[config.mk]
export PLATFORM = sky130hd
export DESIGN_NAME = rmw_bridge
export DESIGN_NICKNAME = d
export VERILOG_FILES = /design/src/rtl/rmw_bridge_pkg.sv /design/src/rtl/rmw_lane_merge.sv /design/src/rtl/rmw_ctrl.sv /design/src/rtl/rmw_bridge.sv
export SDC_FILE = /design/constraint.sdc
export NUM_CORES = 1
export LEC_CHECK = 0
export ABC_AREA = 1
export CORE_MARGIN = 3
export CORE_UTILIZATION = 49
export CTS_CLUSTER_SIZE = 8
export DETAILED_ROUTE_END_ITERATION = 7
export PLACE_DENSITY = 0.86
export SETUP_SLACK_MARGIN = 0.2
export SYNTH_ARGS = -nofsm -noshare
export SYNTH_HDL_FRONTEND = slang
export SYNTH_SLANG_ARGS = --single-unit
[constraint.sdc]
create_clock -name clk -period 2.2 [get_ports clk]
set_input_delay 0.33 -clock clk [delete_from_list [all_inputs] [get_ports clk]]
set_output_delay 0.33 -clock clk [all_outputs]
set_load 0.01 [all_outputs]
[src/rtl/rmw_bridge_pkg.sv]
package rmw_bridge_pkg;
    typedef enum logic [1:0] {
        ST_IDLE  = 2'd0,
        ST_MERGE = 2'd1,
        ST_WRITE = 2'd2
    } rmw_state_t;
endpackage

[src/rtl/rmw_lane_merge.sv]
module rmw_lane_merge #(
    parameter int DATA_W    = 16,
    parameter int LANE_BITS = 1
) (
    input  logic [DATA_W-1:0]    old_word,
    input  logic [7:0]           new_byte,
    input  logic [LANE_BITS-1:0] lane,
    output logic [DATA_W-1:0]    merged
);
    localparam int SHIFT_W = LANE_BITS + 3;

    logic [SHIFT_W-1:0] shamt;
    logic [DATA_W-1:0]  keep_mask;
    logic [DATA_W-1:0]  placed;

    always_comb begin
        shamt     = {lane, 3'b000};
        keep_mask = ~(DATA_W'(8'hFF) << shamt);
        placed    = DATA_W'(new_byte) << shamt;
        merged    = (old_word & keep_mask) | placed;
    end
endmodule

[src/rtl/rmw_ctrl.sv]
module rmw_ctrl
    import rmw_bridge_pkg::*;
(
    input  logic clk,
    input  logic rst_n,
    input  logic req_valid,
    input  logic req_byte,
    input  logic misalign,
    output logic req_ready,
    output logic issue_rd,
    output logic pass_wr,
    output logic load_merge,
    output logic wr_back,
    output logic err
);
    rmw_state_t state, state_nx;

    always_comb begin
        state_nx = state;
        unique case (state)
            ST_IDLE:  if (req_valid && req_byte) state_nx = ST_MERGE; // T_TAKE_BYTE
            ST_MERGE: state_nx = ST_WRITE;                            // T_MERGE_DONE
            ST_WRITE: state_nx = ST_IDLE;                             // T_WB_DONE
            default:  state_nx = ST_IDLE;
        endcase
    end

    always_ff @(posedge clk) begin
        if (!rst_n) state <= ST_IDLE;
        else        state <= state_nx;
    end

    always_comb begin
        req_ready  = 1'b0;
        issue_rd   = 1'b0;
        pass_wr    = 1'b0;
        load_merge = 1'b0;
        wr_back    = 1'b0;
        err        = 1'b0;
        unique case (state)
            ST_IDLE: begin
                req_ready = 1'b1;
                if (req_valid) begin
                    if (req_byte)      issue_rd = 1'b1;
                    else if (misalign) err      = 1'b1;
                    else               pass_wr  = 1'b1;
                end
            end
            ST_MERGE: load_merge = 1'b1;
            ST_WRITE: wr_back    = 1'b1;
            default: ;
        endcase
    end

    assert_ready_back_R8: assert property (@(posedge clk) disable iff (!rst_n)
        (state == ST_WRITE) |=> req_ready);

    assert_merge_follows_read_R5: assert property (@(posedge clk) disable iff (!rst_n)
        issue_rd |=> (state == ST_MERGE));
endmodule

[src/rtl/rmw_bridge.sv]
module rmw_bridge #(
    parameter int ADDR_W = 8,
    parameter int DATA_W = 16
) (
    input  logic                clk,
    input  logic                rst_n,
    input  logic                req_valid,
    output logic                req_ready,
    input  logic [ADDR_W-1:0]   req_addr,
    input  logic [DATA_W-1:0]   req_wdata,
    input  logic                req_byte,
    output logic                req_err,
    output logic                mem_en,
    output logic                mem_we,
    output logic [ADDR_W-2:0]   mem_addr,
    output logic [DATA_W-1:0]   mem_wdata,
    input  logic [DATA_W-1:0]   mem_rdata
);
    localparam int LANE_BITS = $clog2(DATA_W / 8);
    localparam int WORD_AW   = ADDR_W - LANE_BITS;

    logic                 issue_rd, pass_wr, load_merge, wr_back;
    logic [LANE_BITS-1:0] req_lane;
    logic [WORD_AW-1:0]   req_waddr;
    logic                 misalign;

    logic [WORD_AW-1:0]   addr_q;
    logic [LANE_BITS-1:0] lane_q;
    logic [7:0]           byte_q;
    logic [DATA_W-1:0]    merged, merged_q;

    assign req_lane  = req_addr[LANE_BITS-1:0];
    assign req_waddr = req_addr[ADDR_W-1:LANE_BITS];
    assign misalign  = |req_lane;

    rmw_ctrl u_ctrl (
        .clk        (clk),
        .rst_n      (rst_n),
        .req_valid  (req_valid),
        .req_byte   (req_byte),
        .misalign   (misalign),
        .req_ready  (req_ready),
        .issue_rd   (issue_rd),
        .pass_wr    (pass_wr),
        .load_merge (load_merge),
        .wr_back    (wr_back),
        .err        (req_err)
    );

    rmw_lane_merge #(.DATA_W(DATA_W), .LANE_BITS(LANE_BITS)) u_merge (
        .old_word (mem_rdata),
        .new_byte (byte_q),
        .lane     (lane_q),
        .merged   (merged)
    );

    always_ff @(posedge clk) begin
        if (!rst_n) begin
            addr_q   <= '0;
            lane_q   <= '0;
            byte_q   <= '0;
            merged_q <= '0;
        end else begin
            if (issue_rd) begin
                addr_q <= req_waddr;
                lane_q <= req_lane;
                byte_q <= req_wdata[7:0];
            end
            if (load_merge) merged_q <= merged;
        end
    end

    always_comb begin
        mem_en    = issue_rd | pass_wr | wr_back;
        mem_we    = pass_wr | wr_back;
        mem_addr  = wr_back ? addr_q : req_waddr;
        mem_wdata = wr_back ? merged_q : req_wdata;
    end

    assert_pass_word_R2: assert property (@(posedge clk) disable iff (!rst_n)
        pass_wr |-> (mem_en && mem_we && mem_wdata == req_wdata && mem_addr == req_waddr));

    assert_drop_misaligned_R3: assert property (@(posedge clk) disable iff (!rst_n)
        req_err |-> (!mem_en && req_ready));

    assert_quiet_after_read_R5: assert property (@(posedge clk) disable iff (!rst_n)
        (req_valid && req_ready && req_byte) |=> (!req_ready && !mem_en));

    assert_wb_same_word_R6: assert property (@(posedge clk) disable iff (!rst_n)
        wr_back |-> (mem_we && !req_ready && mem_addr == $past(mem_addr, 2)));
endmodule

==> metrics.txt, run 1 <==
Worst Hold Class reg2reg; drt total wl 5270 um; CP Class reg2out; Worst EP required 1870 ps; Fin. Hold Viols 0; worst setup margin 148 ps; EDFF count, synth 0; critical hold path startpoint addr_q[6]; worst-path maximum fanout 10; Clk Latency, worst-skew pair 280 ps; CTS buffer count 5; P per Cell Area 511 nW/um^2; Primary FF master, synth dfxtp_1; Cell Int Power 1.08 mW; first-pass GRT wire length 8460 um; Clock Skew 4.05 ps; P_sw 406 uW; Util after Layout 0.761; Seq/Total Area, Yosys 0.335; die footprint 4960 um^2; Reg clk slew, reported paths 60 ps; DRT Pass-1 Iters 4; largest net degree at the start of global routing 41; Synth top cells by count 99 x nand2_1, 73 x nor2_1, 52 x inv_1, 34 x dfxtp_1, 18 x nand3_1; CTS tree built; synth unique cells 18; Setup TNS 0 ps; peak supply drop 542 uV; GR Util All Layers 0.209; gpl congestion 0.874; nets 452; Synth Instances 343; RSZ-0062 raised after global routing yes; Rel. slew slack 0.746; status complete, no violations; clock power share 0.302; drt via density 4.81; synthesized area per cell 5.93 um^2; grt ovf 0; Routed Antenna Nets 0; fraction of layout cells with a size suffix above 1 0.0860; core box area 3830 um^2; cell row count 22; Port Buffer Count 70; leakage power 1.56 nW; Ports 71; Sw Share 0.273; Starting Density 0.532; Clock Tree Buf Depth 2; pre-CTS WS 220 ps; die width 70.4 um; Post-Syn Area 2030 um^2; FILL cells 318; crit path from u_ctrl.state[0]; startpoint types flop; Ys Warns 0; Power, Total 1.49 mW; actual slew at the worst max-slew pin 381 ps; setup bufs post-CTS 0; Synth area leaders dfxtp_1 33%, nand2_1 18%, nor2_1 13%; drc violations 0; cell taking the most area after synthesis dfxtp_1; non-filler cells, final 455; CTS sink count 34; final worst-path cycle share 0.933; Setup-failing EPs final 0; vias in the first global route 2001; Die Ht 70.4 um; DR vias 2190; Yosys reg bits 34; Gate power share 0.248; routed length per instance 11.6 um; CP arrival 1720 ps; Max-Cap Viols 0; Syn Nets 387; placed insts 446; share of the synthesized area in the top cell type 0.335; CP endpoint kind output pin; # diodes 0; FFs w/ async S/R, synth 0; max frequency 487 MHz; H-tree levels 2; Initial DRC Count 123; initial antenna violation count 0; clk root buf clkbuf_8; Layout area overhead 43.1%; Slew Limit Fails 0; Worst R2R Start u_ctrl.state[1]; min Tclk post-route 2050 ps; sequential share of power 0.450; placed wire-length estimate 3320 um; most common cell in the netlist nand2_1
power groups by stage:
| stage | combinational [mW] | sequential [mW] | clock (mW) |
|---|---|---|---|
| after floorplan | 0.202 | 0.679 | 0 |
| after global placement | 0.361 | 0.683 | 0 |
| after detailed placement | 0.368 | 0.684 | 0 |
| after CTS | 0.368 | 0.670 | 0.455 |
| after global routing | 0.416 | 0.674 | 0.479 |
| final | 0.369 | 0.670 | 0.449 |
state kept, by name, summed over array words and instances (netlist names):
name          flops
byte_q            8
u_ctrl.state      2
lane_q            1
merged_q         16
addr_q            7
cell families after synthesis:
family / count (synthesis) / synth area share
buf+inv: 74 / 0.161
simple gates: 196 / 0.384
compound gates: 39 / 0.120
flops: 34 / 0.335
what timing repair did:
item | in CTS | in global routing
gates cloned | 0 | 3
endpoints found under the hold margin | 0 | 0
endpoints found under the setup margin | 25 | 22
resized for setup | 6 | 16
hold buffers | 0 | 0
cells in the final DEF, fill, tap and decap left out, drive strengths merged:
| cell type | count |
|---|---|
| buf | 7 |
| nand3 | 18 |
| nand2 | 101 |
| dlygate4sd2 | 3 |
| dfxtp | 34 |
| nor3 | 1 |
| nand4 | 1 |
| clkdlybuf4s50 | 52 |
| inv | 53 |
| a21oi | 23 |
| clkbuf | 8 |
| nor2 | 75 |
| o21ai | 16 |
| dlymetal6s2s | 15 |
critical path, stage by stage, from the launching register on:
cell	delay (ps)
dfxtp_4	360
inv_2	90
nand2_4	100
clkbuf_16	190
o21ai_0	140
clkdlybuf4s50_1	550
cell type report:
type                    instances  area, um^2  area share
flip-flops and latches         34         686       0.235
inverters                      53         199      0.0683
well taps                      48        60.1      0.0206
repair buffers                 79         853       0.293
clock buffers                   6        82.6      0.0284
multi-input cells             235        1030       0.354
final timing paths:
check / cells past startpoint / slack (ps) / to
setup / recovery: 5 / 150 / mem_wdata[9]
setup reg to reg: 5 / 980 / addr_q[4]
hold reg to reg: 2 / 480 / addr_q[6]
hold / removal: 2 / 480 / addr_q[6]
metrics by stage:
stage | hold WS (ps) | cell area [um^2]
3_3_place_gp | 466 | 2720
6_report | 482 | 2910
3_5_place_dp | 472 | 2720
5_1_grt | 515 | 2910
4_1_cts | 489 | 2810
2_1_floorplan | 452 | 2030
routing by layer:
metal	wire length (um)	global-route usage	vias to the layer above
li1	-	-	1149
met1	2380	0.244	965
met2	2510	0.353	72
met3	325	0.0705	4
met4	42	0.0766	0
met5	0	0	-
Note: power is estimated with default switching activity, not from simulation.
==> run 2: changes to the inputs <==
CORE_UTILIZATION = 40   (was 49)
PLACE_DENSITY = 0.72   (was 0.86)
==> run 2 against run 1 <==
  * Die area rose by 20%
  * Global-route usage fell by 3.8 points
  * Non-clock buffer count down 1
  * Setup slack improved by 63 ps
  * Highest routed layer unchanged
  * Count of clock-buffer cells in the layout increased by 1
  * Flip-flop and latch count stayed put
==> metrics.txt, run 2 (synthesized netlist as in run 1, its figures left out) <==
status complete, no violations; Reg clk slew, reported paths 70 ps; clk root buf clkbuf_8; Routed Antenna Nets 0; Worst EP required 1870 ps; Max-Cap Viols 0; placed wire-length estimate 3390 um; nets 451; actual slew at the worst max-slew pin 404 ps; routed length on met2 2490 um; Multi-input gate area 1030 um^2; CP arrival 1660 ps; Worst Hold Class reg2reg; max layer used met4; most flop-heavy register merged_q; max frequency 503 MHz; Slew Limit Fails 0; gpl congestion 0.807; drt total wl 5070 um; drt via density 4.47; Crit-path slowest cell clkdlybuf4s50_1; Port Buffer Count 70; DRT Pass-1 Iters 4; max FFs per register 16; startpoint types flop; Rel. slew slack 0.730; leakage power 1.58 nW; peak supply drop 333 uV; min Tclk post-route 1990 ps; cell row count 25; Layout area overhead 43.7%; DR vias 2122; CTS buffer count 5; hold-fix buffers at CTS 0; die footprint 5980 um^2; Clk Latency, worst-skew pair 280 ps; Starting Density 0.422; fraction of layout cells with a size suffix above 1 0.0833; final worst-path cycle share 0.904; critical path, cell by cell inv_2, nand2_4, buf_12, nand2_1, o21ai_2, clkdlybuf4s50_1; CTS tree built; drc violations 0; GR Util All Layers 0.172; vias in the first global route 1927; Die Ht 77.3 um; setup bufs post-CTS 0; CP Class reg2out; largest registers merged_q: 16 flops, byte_q: 8 flops, addr_q: 7 flops; worst reg2reg setup slack 850 ps; Initial DRC Count 88; WHS Path Cells 2; routed length per instance 10.7 um; P per Cell Area 516 nW/um^2; worst path buffer plus inverter count 3; Setup-failing EPs final 0; initial antenna violation count 0; Worst path max stage delay 540 ps; die width 77.3 um; H-tree levels 2; core box area 4820 um^2; R2R Path End byte_q[2]; worst-path maximum fanout 26; Worst path top cell family by delay buffers and inverters; most frequent cells in the layout 99 x nand2_1, 73 x nor2_1, 52 x inv_1; Setup TNS 0 ps; register area 684 um^2; grt ovf 0; met3 WL post-DR 234 um; non-filler cells, final 475; CP endpoint kind output pin; wl on met1 2290 um; worst reg2reg path depth 6; RSZ-0062 raised after global routing yes; WHS Endpoint addr_q[5]; critical hold path startpoint addr_q[5]; Worst R2R Start u_ctrl.state[1]; Clock Skew 3.11 ps; Clock Tree Buf Depth 2; largest net degree at the start of global routing 34; commonest non-fill, non-tap cell in the layout nand2_1; # diodes 0; placed insts 466; first-pass GRT wire length 8490 um; Ports 71; Fin. Hold Viols 0; FILL cells 494; CTS sink count 34
## run 2: cell types whose count changed in the layout (fill, tap and decap cells not counted)
| cell | before | now |
|---|---|---|
| clkinv_2 | 0 | 1 |
| clkbuf_1 | 0 | 1 |
| dfxtp_1 | 32 | 33 |
| dfxtp_2 | 1 | 0 |
| dlygate4sd2_1 | 3 | 8 |
| dlymetal6s2s_1 | 15 | 16 |
| buf_6 | 1 | 0 |
| clkdlybuf4s50_1 | 52 | 46 |
| clkbuf_16 | 2 | 1 |
| buf_12 | 1 | 2 |
## run 2: what timing repair did
| item | in CTS | in global routing |
|---|---|---|
| resized for setup | 13 | 17 |
| cloned | 0 | 1 |
| endpoints found under the hold margin | 0 | 0 |
| endpoints found under the setup margin | 24 | 18 |
## run 2: report_power, final
| part | switching, mW | internal (mW) |
|---|---|---|
| clock | 0.226 | 0.252 |
| combinational | 0.177 | 0.184 |
| sequential | 0.0177 | 0.651 |
| total | 0.421 | 1.09 |
## run 2: how the worst max path moves through the flow
stage	cells past startpoint	end	slack, ps	from
final	6	mem_wdata[0]	210	u_ctrl.state[0]
after global routing	6	mem_wdata[0]	110	u_ctrl.state[0]
after CTS	6	mem_addr[4]	130	u_ctrl.state[0]
after detailed placement	6	mem_en	220	req_valid
after global placement	4	req_err	250	req_valid
after floorplan	3	mem_wdata[10]	860	u_ctrl.state[1]
## run 2: routing by layer
layer | vias to the layer above | global-route usage
met3 | 5 | 0.0434
li1 | 1147 | -
met5 | - | 0
met2 | 43 | 0.302
met1 | 927 | 0.205
met4 | 0 | 0.0480
## run 2: worst min-delay path: cells and delay by family, from the launching register on
kind             cells  cell delay [ps]
AND/OR/NAND/NOR      1               80
AO/OA/AOI/OAI        1               40
flip-flops           1              330
## run 2: metrics by stage
stage | utilization | hold WS, ps | area [um^2] | power (mW) | worst slack [ps]
floorplan | - | 452 | 2030 | 0.882 | 857
global placement | 0.572 | 464 | 2760 | 1.05 | 248
detailed placement | 0.572 | 475 | 2760 | 1.06 | 224
CTS | 0.592 | 491 | 2850 | 1.52 | 128
global route | 0.607 | 514 | 2920 | 1.60 | 115
finish | 0.607 | 491 | 2920 | 1.51 | 211
## run 2: cell type report
type | instances | area share
Clock inverter | 1 | 0.00171
Tap cell | 67 | 0.0287
Inverter | 53 | 0.0681
Sequential cell | 34 | 0.234
Clock buffer | 7 | 0.0295
Timing Repair Buffer | 78 | 0.285
Multi-Input combinational cell | 235 | 0.353
